--- config.mk ---
export PLATFORM = sky130hd
export DESIGN_NAME = amute_ctrl
export DESIGN_NICKNAME = d
export VERILOG_FILES = /design/src/rtl/amute_pkg.sv /design/src/rtl/amute_zero_det.sv /design/src/rtl/amute_silence_cnt.sv /design/src/rtl/amute_out_gate.sv /design/src/rtl/amute_ctrl.sv
export SDC_FILE = /design/constraint.sdc
export NUM_CORES = 1
export LEC_CHECK = 0
export BUFFER_PORTS_ARGS = -buffer_cell sky130_fd_sc_hd__clkbuf_2
export CORE_AREA = 2 2 49 51
export DETAILED_ROUTE_END_ITERATION = 10
export DIE_AREA = 0 0 51 53
export GPL_ROUTABILITY_DRIVEN = 0
export PLACE_DENSITY = 0.81
export SKIP_CTS_REPAIR_TIMING = 1
export SLEW_MARGIN = 25
export SYNTH_ARGS = -nofsm -noshare
export SYNTH_HDL_FRONTEND = slang
export SYNTH_SLANG_ARGS = --single-unit
--- constraint.sdc ---
create_clock -name clk -period 6.05 [get_ports clk]
set_input_delay 0 -clock clk [delete_from_list [all_inputs] [get_ports clk]]
set_output_delay 0 -clock clk [all_outputs]
set_load 0.01 [all_outputs]
--- src/rtl/amute_pkg.sv ---
package amute_pkg;

    localparam int unsigned DEF_SAMPLE_W    = 24;
    localparam int unsigned DEF_SILENCE_LEN = 2048;
    localparam int unsigned NUM_CH          = 2;

    typedef struct packed {
        logic hi_side;
        logic lo_side;
    } bridge_pair_t;

    localparam bridge_pair_t PAIR_DAMPED = '{hi_side: 1'b0, lo_side: 1'b0};

    function automatic int unsigned run_width(input int unsigned len);
        return $clog2(len + 1);
    endfunction

    function automatic bridge_pair_t pair_override(input bridge_pair_t p, input logic damp);
        return damp ? PAIR_DAMPED : p;
    endfunction

endpackage

--- src/rtl/amute_zero_det.sv ---
module amute_zero_det #(
    parameter int unsigned SAMPLE_W = amute_pkg::DEF_SAMPLE_W,
    parameter int unsigned CH_CNT   = amute_pkg::NUM_CH
) (
    input  logic [CH_CNT-1:0][SAMPLE_W-1:0] words,
    output logic                            all_zero
);
    logic [CH_CNT-1:0] ch_zero;

    for (genvar c = 0; c < CH_CNT; c++) begin : g_ch
        assign ch_zero[c] = ~|words[c];
    end

    // every channel must be silent for the pair to count
    assign all_zero = &ch_zero;
endmodule

--- src/rtl/amute_silence_cnt.sv ---
module amute_silence_cnt #(
    parameter int unsigned SILENCE_LEN = amute_pkg::DEF_SILENCE_LEN
) (
    input  logic clk,
    input  logic rst,
    input  logic vld,
    input  logic all_zero,
    output logic full_nxt
);
    localparam int unsigned RUN_W = amute_pkg::run_width(SILENCE_LEN);
    localparam logic [RUN_W-1:0] RUN_MAX = RUN_W'(SILENCE_LEN);

    logic [RUN_W-1:0] run_q;
    logic [RUN_W-1:0] run_d;

    always_comb begin
        run_d = run_q;
        if (vld) begin
            if (!all_zero) begin
                run_d = '0;
            end else if (run_q != RUN_MAX) begin
                run_d = run_q + RUN_W'(1);
            end
        end
    end

    always_ff @(posedge clk) begin
        if (rst) begin
            run_q <= '0;
        end else begin
            run_q <= run_d;
        end
    end

    assign full_nxt = (run_d == RUN_MAX);


    run_bound_chk: assert property (@(posedge clk) disable iff (rst)
        run_q <= RUN_MAX);


    run_clear_chk: assert property (@(posedge clk) disable iff (rst)
        (vld && !all_zero) |=> (run_q == '0));


    run_step_chk: assert property (@(posedge clk) disable iff (rst)
        (vld && all_zero && run_q != RUN_MAX) |=> (run_q == $past(run_q) + RUN_W'(1)));


    run_idle_chk: assert property (@(posedge clk) disable iff (rst)
        !vld |=> $stable(run_q));
endmodule

--- src/rtl/amute_out_gate.sv ---
module amute_out_gate #(
    parameter int unsigned CH_CNT = amute_pkg::NUM_CH
) (
    input  logic                  clk,
    input  logic                  rst,
    input  logic                  vld,
    input  logic                  force_in,
    input  logic                  auto_full,
    input  logic [CH_CNT-1:0][1:0] pair_in,
    output logic                  mute_q,
    output logic [CH_CNT-1:0][1:0] pair_out
);
    import amute_pkg::*;

    // decision only moves at a sample boundary
    always_ff @(posedge clk) begin
        if (rst) begin
            mute_q <= 1'b0;
        end else if (vld) begin
            mute_q <= force_in | auto_full;
        end
    end

    for (genvar c = 0; c < CH_CNT; c++) begin : g_pair
        bridge_pair_t p_in;
        assign p_in        = bridge_pair_t'(pair_in[c]);
        assign pair_out[c] = pair_override(p_in, mute_q);
    end


    reset_clear_chk: assert property (@(posedge clk)
        rst |=> !mute_q);


    force_take_chk: assert property (@(posedge clk) disable iff (rst)
        (vld && force_in) |=> mute_q);


    idle_hold_chk: assert property (@(posedge clk) disable iff (rst)
        !vld |=> $stable(mute_q));
endmodule

--- src/rtl/amute_ctrl.sv ---
module amute_ctrl #(
    parameter int unsigned SAMPLE_W    = amute_pkg::DEF_SAMPLE_W,
    parameter int unsigned SILENCE_LEN = amute_pkg::DEF_SILENCE_LEN
) (
    input  logic                clk,
    input  logic                rst,
    input  logic                smp_vld,
    input  logic [SAMPLE_W-1:0] smp_left,
    input  logic [SAMPLE_W-1:0] smp_right,
    input  logic                force_mute,
    input  logic [1:0]          pwm_l_in,
    input  logic [1:0]          pwm_r_in,
    output logic                mute_o,
    output logic [1:0]          pwm_l_out,
    output logic [1:0]          pwm_r_out
);
    localparam int unsigned CH_CNT = amute_pkg::NUM_CH;

    logic [CH_CNT-1:0][SAMPLE_W-1:0] words;
    logic [CH_CNT-1:0][1:0]          pair_in;
    logic [CH_CNT-1:0][1:0]          pair_out;
    logic                            all_zero;
    logic                            auto_full;

    assign words[0]   = smp_left;
    assign words[1]   = smp_right;
    assign pair_in[0] = pwm_l_in;
    assign pair_in[1] = pwm_r_in;
    assign pwm_l_out  = pair_out[0];
    assign pwm_r_out  = pair_out[1];

    amute_zero_det #(
        .SAMPLE_W (SAMPLE_W),
        .CH_CNT   (CH_CNT)
    ) zero_i (
        .words    (words),
        .all_zero (all_zero)
    );

    amute_silence_cnt #(
        .SILENCE_LEN (SILENCE_LEN)
    ) run_i (
        .clk      (clk),
        .rst      (rst),
        .vld      (smp_vld),
        .all_zero (all_zero),
        .full_nxt (auto_full)
    );

    amute_out_gate #(
        .CH_CNT (CH_CNT)
    ) gate_i (
        .clk       (clk),
        .rst       (rst),
        .vld       (smp_vld),
        .force_in  (force_mute),
        .auto_full (auto_full),
        .pair_in   (pair_in),
        .mute_q    (mute_o),
        .pair_out  (pair_out)
    );


    damped_out_chk: assert property (@(posedge clk) disable iff (rst)
        mute_o |-> (pwm_l_out == 2'b00 && pwm_r_out == 2'b00));


    wake_chk: assert property (@(posedge clk) disable iff (rst)
        (smp_vld && !force_mute && (smp_left != '0 || smp_right != '0)) |=> !mute_o);
endmodule

==> results of run 1 <==
-- cell families (layout without fill, tap and decap cells) --
kind of cell    after synthesis  in the layout  share of synthesized area, %
simple gates                 65             65                          39.5
compound gates               20             20                          15.1
flops                        13             13                          28.3
xor+xnor                      9              9                          8.58
buf+inv                       8             69                          4.63
fa+ha+maj                     2              2                          2.72
mux                           1              1                          1.09
-- state kept, by name, summed over array words and instances (netlist names) --
signal         flops
run_i.run_q       12
gate_i.mute_q      1
-- Yosys cell counts (all sizes together) --
master | instances | area [um2]
nor2 | 16 | 62.6
dfxtp | 13 | 260
nor4 | 13 | 81.3
nand3 | 8 | 40.0
nand2 | 6 | 22.5
nand4 | 6 | 52.6
nor2b | 6 | 37.5
o21ai | 5 | 25.0
xor2 | 5 | 43.8
a21oi | 4 | 20.0
inv | 4 | 15.0
xnor2 | 4 | 35.0
nor3 | 3 | 15.0
or3 | 3 | 18.8
a311oi | 2 | 17.5
a31oi | 2 | 12.5
buf | 2 | 18.8
clkbuf | 2 | 8.75
ha | 2 | 25.0
a2111o | 1 | 11.3
a2111oi | 1 | 15.0
a21o | 1 | 7.51
a22oi | 1 | 7.51
a31o | 1 | 8.76
and3 | 1 | 7.51
mux2i | 1 | 10.0
nor3b | 1 | 7.51
nor4bb | 1 | 10.0
o211ai | 1 | 7.51
o22ai | 1 | 6.26
or4 | 1 | 7.51
-- area by class of cell --
cell class | instances | area share, %
clock buffer | 4 | 2.08
inverter | 4 | 1.19
multi-input combinational | 97 | 48.8
sequential | 13 | 20.6
tap | 28 | 2.78
timing repair buffer | 61 | 24.6
-- worst max-delay path, stage by stage, from the launching register on --
cell      delay (ns)
dfxtp_1         0.49
inv_1           0.11
ha_1            0.20
nor4bb_1        0.13
a31oi_1         0.51
nor2b_1         0.45
o21ai_0         0.16
a311oi_1        0.27
-- metal layers --
layer | wire length [um] | vias to the layer above | share of wire [%]
met5 | 0 | - | 0
met4 | 65 | 0 | 2.6
met3 | 195 | 4 | 7.9
met2 | 1240 | 56 | 50
met1 | 971 | 494 | 39
li1 | - | 565 | -
-- power by group --
group / switching (mW) / internal [mW] / total (mW)
logic: 0.0133 / 0.0186 / 0.0319
clock network: 0.0298 / 0.0256 / 0.0555
registers: 0.00158 / 0.0863 / 0.0879
total: 0.0447 / 0.131 / 0.175
-- worst paths after layout --
kind                        from        endpoint  slack, ns  depth (start not counted)
hold / removal        force_mute   gate_i.mute_q       0.11                          4
hold reg to reg   run_i.run_q[8]  run_i.run_q[8]       0.58                          1
setup reg to reg  run_i.run_q[0]  run_i.run_q[9]       3.65                          7
setup / recovery  run_i.run_q[0]  run_i.run_q[9]       3.65                          7
-- stage by stage --
| stage | cells | instance area [um2] | power [mW] |
|---|---|---|---|
| final | 207 | 1260 | 0.175 |
| after global routing | 207 | 1260 | 0.183 |
| after CTS | 206 | 1250 | 0.178 |
| after detailed placement | 202 | 1230 | 0.122 |
| after global placement | 202 | 1230 | 0.121 |
| after floorplan | 118 | 918 | 0.100 |
==> reports/metrics.csv, run 1 <==
stage;metric;value;unit
timing;unrepaired setup endpoints after global routing;false;
grt;most used routing layer;met2;
setup_path;CP max FO;7;
grt;GRT Resource Usage Total;20.2;%
power;Peak VDD IR;0.0892;mV
setup_path;startpoint types;flip-flop;
floorplan;die area;2700;um2
grt;grt total ovfl;0;
grt;first-pass GRT wire length;4040;um
run_status;outcome;finished clean;
cells_and_area;Final Util;58.8;%
floorplan;Core Area;2150;um2
timing;# setup viols final;0;
cells_and_area;n_diodes;0;
routing;Post-route DRC;0;
cts;clock tree sinks;13;
timing;Slew Limit Fails;0;
timing;Final Hold Slack;0.105;ns
yosys;synthesized area per cell;7.78;um2
cells_and_area;register area;260;um2
cells_and_area;Final Net Count;238;
timing;max_slew headroom;61.6;%
place;pre-CTS setup slack;3.68;ns
run;maxcap violations;0;
yosys;register area share after synthesis;28.3;%
setup_path;WP data required;6.25;ns
yosys;Post-Syn Area;918;um2
routing;vias post-DR;1119;
place;DP Wirelength;2070;um
power;power per cell area;139;nW/um2
timing;fmax;416;MHz
cells_and_area;commonest non-fill, non-tap cell in the layout;clkbuf_2;
grt;M3 GR Usage;1.69;%
routing;vias per cell;5.41;
floorplan;row count;17;
grt;met1 Track Usage GR;23.5;%
yosys;cells after synthesis;118;
yosys;post-synth cell types;35;
timing;Setup TNS;0;ns
min_path;worst hold path type;input port to flip-flop;
power;Leak;0.528;nW
grt;largest net degree at the start of global routing;11;
routing;Iter 0 DRT Violations;21;
timing;Worst-Margin Slew;0.573;ns
yosys;Yosys warnings;0;
grt;GR met2 Demand/Resource;35.3;%
timing;Final Cycle Share;39.7;%
routing;wirelength, routed;2470;um
yosys;Post-Syn Nets;176;
timing;Hold Violations, Final;0;
place;Port-buffer cells;60;
floorplan;Die Y;53;um
timing;Layout Skew;0.00366;ns
timing;Period minus WS final;2.40;ns
setup_path;CP arrival;2.60;ns
cells_and_area;area of the multi-input gates;616;um2
cells_and_area;most used cells in the layout excluding fill and tap cells;60 x clkbuf_2, 15 x nor2_1, 13 x nor4_1, 13 x dfxtp_1, 8 x nand3_1;
setup_path;Setup CP Type;flip-flop to flip-flop;
setup_path;Crit. End Element;flip-flop;
yosys;post-synthesis register bit count;13;
floorplan;io pins;61;
timing;final worst slack;3.65;ns
grt;initial antenna violation count;0;
cts;number of buffers created by CTS;3;
routing;DR pass1 iterations;4;
cells_and_area;Fillers;196;
cts;CTS Buffer Depth;2;
floorplan;initial core utilization;42.7;%
cts;Root Driver;clkbuf_4;
routing;DRT antenna net count;0;
grt;vias in the first global route;970;
cells_and_area;synth-to-layout area growth;37.5;%
floorplan;die width;51;um
cts;H-tree depth;1;
cts;clock slew at reported path FFs;0.08;ns
cts;CTS tree;built;
cells_and_area;fraction of layout cells with a size suffix above 1;37.4;%
routing;Wirelength per Cell;11.9;um
cts;Clk Latency, worst-skew pair;0.28;ns
(Power assumes the default switching activity.)
==> run 2, diff against run 1 <==
--- a/config.mk
+++ b/config.mk
@@ -5,12 +5,13 @@
 export SDC_FILE = /design/constraint.sdc
 export NUM_CORES = 1
 export LEC_CHECK = 0
+export ABC_AREA = 1
 export BUFFER_PORTS_ARGS = -buffer_cell sky130_fd_sc_hd__clkbuf_2
-export CORE_AREA = 2 2 49 51
+export CORE_AREA = 2 2 56 58
 export DETAILED_ROUTE_END_ITERATION = 10
-export DIE_AREA = 0 0 51 53
+export DIE_AREA = 0 0 58 60
 export GPL_ROUTABILITY_DRIVEN = 0
-export PLACE_DENSITY = 0.81
+export PLACE_DENSITY = 0.74
 export SKIP_CTS_REPAIR_TIMING = 1
 export SLEW_MARGIN = 25
 export SYNTH_ARGS = -nofsm -noshare
==> constraint.sdc (replaced) <==
create_clock -name clk -period 2.05 [get_ports clk]
set_input_delay 0 -clock clk [delete_from_list [all_inputs] [get_ports clk]]
set_output_delay 0 -clock clk [all_outputs]
set_load 0.01 [all_outputs]
==> reports/metrics.csv, run 2 <==
stage;metric;value;unit;change
timing;Hold Violations, Final;0;;unchanged
cells_and_area;final non-filler cell total;293;;was 207
setup_path;Crit-path slowest cell;dfxtp_1;;was a31oi_1
floorplan;io pins;61;;unchanged
floorplan;Die Y;60;um;was 53 um
yosys;FFs w/ async S/R, synth;0;%;unchanged
yosys;cells after synthesis;197;;was 118
yosys;Post-Syn Area;1100;um2;was 918 um2
setup_path;r2r endpoint;gate_i.mute_q;;was run_i.run_q[9]
setup_path;CP cell instances;inv_1, ha_1, nand2_1, nor2_1, nand3_2, nand2_2, nand2_1, nand2_1, o21ai_1, nand2_1, nor2_1, nand3_1, a21oi_2;;was inv_1, ha_1, nor4bb_1, a31oi_1, nor2b_1, o21ai_0, a311oi_1
yosys;register area share after synthesis;23.7;%;was 28.3%
min_path;Min-Delay Path Depth;2;;was 4
setup_path;CP max FO;7;;unchanged
yosys;post-synthesis register bit count;13;;unchanged
routing;DR pass1 iterations;4;;unchanged
routing;Wirelength per Cell;9.65;um;was 11.9 um
min_path;worst hold path type;input port to flip-flop;;unchanged
cells_and_area;Final Net Count;319;;was 238
setup_path;startpoint types;flip-flop;;unchanged
setup_path;CP peak stage delay;0.39;ns;was 0.51 ns
routing;DRT antenna net count;0;;unchanged
grt;GRT Resource Usage Total;17.6;%;was 20.2%
yosys;EDFF count, synth;0;;unchanged
yosys;Post-Syn Nets;255;;was 176
cells_and_area;fraction of layout cells with a size suffix above 1;31.9;%;was 37.4%
cells_and_area;Largest register FFs;12;;unchanged
run_status;outcome;finished clean;;unchanged
floorplan;die area;3480;um2;was 2700 um2
timing;Worst-Margin Slew;0.279;ns;was 0.573 ns
cts;Clk Latency, worst-skew pair;0.28;ns;about the same
timing;fmax;583;MHz;was 416 MHz
cts;CTS Buffer Depth;2;;unchanged
yosys;post-synth cell types;24;;was 35
cells_and_area;most used cells in the layout excluding fill and tap cells;60 x clkbuf_2, 56 x nand2_1, 52 x nor2_1, 18 x inv_1, 14 x nand3_1;;was 60 x clkbuf_2, 15 x nor2_1, 13 x nor4_1, 13 x dfxtp_1, 8 x nand3_1
setup_path;crit path launch;run_i.run_q[0];;unchanged
timing;max_slew headroom;81.4;%;was 61.6%
cells_and_area;Largest regs;run_i.run_q x12, gate_i.mute_q x1;;unchanged
cells_and_area;Final Util;50.5;%;was 58.8%
setup_path;Crit path top cell by count;nand2_1;;
cts;clock slew at reported path FFs;0.08;ns;about the same
setup_path;CP arrival;1.94;ns;was 2.60 ns
yosys;most used flip-flop cell after synthesis;dfxtp_1;;unchanged
yosys;most frequent cells after synthesis;56 x nand2_1, 52 x nor2_1, 18 x inv_1;;was 15 x nor2_1, 13 x dfxtp_1, 13 x nor4_1
grt;most used routing layer;met2;;unchanged
grt;GR met2 Demand/Resource;32.5;%;was 35.3%
place;placed insts;288;;was 202
grt;largest net degree at the start of global routing;14;;was 11
timing;# setup viols final;0;;unchanged
cells_and_area;commonest non-fill, non-tap cell in the layout;clkbuf_2;;unchanged
routing;vias post-DR;1355;;was 1119
cts;number of buffers created by CTS;3;;unchanged
timing;Final Cycle Share;83.6;%;was 39.7%
cells_and_area;Top reg by flops;run_i.run_q;;unchanged
timing;unrepaired setup endpoints after global routing;false;;unchanged
floorplan;row count;20;;was 17
grt;vias in the first global route;1223;;was 970
min_path;hold_sp;rst;;was force_mute
setup_path;R2R depth;13;;was 7
cts;clock tree sinks;13;;unchanged
routing;vias per cell;4.62;;was 5.41
setup_path;launch point of the worst reg-to-reg path;run_i.run_q[0];;unchanged
grt;met1 Track Usage GR;19.5;%;was 23.5%
power;Pwr Total;0.544;mW;was 0.175 mW
timing;Final Hold Slack;0.0736;ns;was 0.105 ns
cells_and_area;n_diodes;0;;unchanged
yosys;count leader, synth;nand2_1;;was nor2_1
yosys;leading area contributor after synthesis;dfxtp_1;;unchanged
timing;Setup TNS;0;ns;unchanged
power;Peak VDD IR;0.300;mV;was 0.0892 mV
yosys;Yosys warnings;0;;unchanged
routing;Post-route DRC;0;;unchanged
setup_path;WP data required;2.28;ns;was 6.25 ns
power;power per cell area;371;nW/um2;was 139 nW/um2
floorplan;initial core utilization;37.8;%;was 42.7%
routing;Iter 0 DRT Violations;49;;was 21
cts;Root Driver;clkbuf_4;;unchanged
yosys;synthesized area per cell;5.57;um2;was 7.78 um2
cts;H-tree depth;1;;unchanged
yosys;Synth area leaders;dfxtp_1 24%, nand2_1 19%, nor2_1 18%;;was dfxtp_1 28%, nor4_1 8.9%, nor2_1 6.1%
grt;grt total ovfl;0;;unchanged
setup_path;Setup CP Type;flip-flop to flip-flop;;unchanged
floorplan;die width;58;um;was 51 um
grt;first-pass GRT wire length;4750;um;was 4040 um
timing;Layout Skew;0.00147;ns;was 0.00366 ns
timing;Slew Limit Fails;0;;unchanged
grt;initial antenna violation count;0;;unchanged
power;Leak;0.760;nW;was 0.528 nW
setup_path;setup slack, reg-to-reg;0.34;ns;was 3.65 ns
min_path;hold worst-path end;run_i.run_q[10];;was gate_i.mute_q
grt;M3 GR Usage;4.98;%;was 1.69%
cells_and_area;synth-to-layout area growth;33.6;%;was 37.5%
floorplan;Core Area;2900;um2;was 2150 um2
setup_path;Crit. End Element;flip-flop;;unchanged
place;Port-buffer cells;60;;unchanged
yosys;Yosys top cell area share;23.7;%;was 28.3%
place;DP Wirelength;2360;um;was 2070 um
timing;Period minus WS final;1.71;ns;was 2.40 ns
routing;wirelength, routed;2830;um;was 2470 um
cts;CTS tree;built;;unchanged
run;maxcap violations;0;;unchanged
==> run 2: cell types whose count changed after synthesis, moves of 3 or more <==
| cell | change |
|---|---|
| or3_1 | -3 |
| o21ai_0 | -4 |
| nand2_1 | +50 |
| nor3_2 | +3 |
| inv_1 | +14 |
| nor2_1 | +37 |
| nand2_2 | +5 |
| nand3_1 | +6 |
| nor2b_1 | -6 |
| xnor2_1 | -4 |
| nor4_1 | -13 |
| nand3_2 | +4 |
| xor2_1 | -3 |
| inv_2 | +4 |
==> run 2: through the flow <==
step | setup slack, ns | cell area (um2)
2_1_floorplan | 0.545 | 1100
3_3_place_gp | 0.384 | 1430
3_5_place_dp | 0.350 | 1430
4_1_cts | 0.333 | 1460
5_1_grt | 0.121 | 1470
6_report | 0.335 | 1470
==> run 2: critical path, delay by kind of cell (launching register included) <==
kind / cells / cell delay (ns)
simple gates: 9 / 0.78
buf+inv: 1 / 0.08
flops: 1 / 0.39
compound gates: 2 / 0.24
fa+ha+maj: 1 / 0.19
==> run 2: final cells by class <==
type / instances / area (um2)
tap: 33 / 41.3
multi-input combinational: 159 / 742
timing repair buffer: 61 / 310
inverter: 23 / 86.3
fill: 294 / 1440
clock buffer: 4 / 26.3
sequential: 13 / 260
==> run 2: logic make-up after synthesis <==
family | Yosys count | share of synthesized area, %
DFF | 13 | 23.7
AOI/OAI and AO/OA | 7 | 3.76
adders and majority gates | 2 | 2.28
and+or+nand+nor | 148 | 60.0
xor gates and xnor gates | 2 | 1.60
buffers and inverters | 25 | 8.66
==> run 2: worst max-delay path by stage <==
stage / endpoint / slack (ns) / depth (start not counted)
after floorplan: gate_i.mute_q / 0.55 / 11
after global placement: gate_i.mute_q / 0.38 / 13
after detailed placement: gate_i.mute_q / 0.35 / 10
after CTS: gate_i.mute_q / 0.33 / 10
after global routing: gate_i.mute_q / 0.12 / 13
final: gate_i.mute_q / 0.34 / 13
==> run 2: routing by layer <==
metal	vias to the layer above	wire length (um)
met4	0	31
met3	5	242
met1	564	1260
met2	47	1290
met5	-	0
li1	739	-
==> run 2: power by group <==
part / switching, mW / internal, mW
Sequential: 0.00443 / 0.256
Clock: 0.0908 / 0.0757
Combinational: 0.0564 / 0.0612
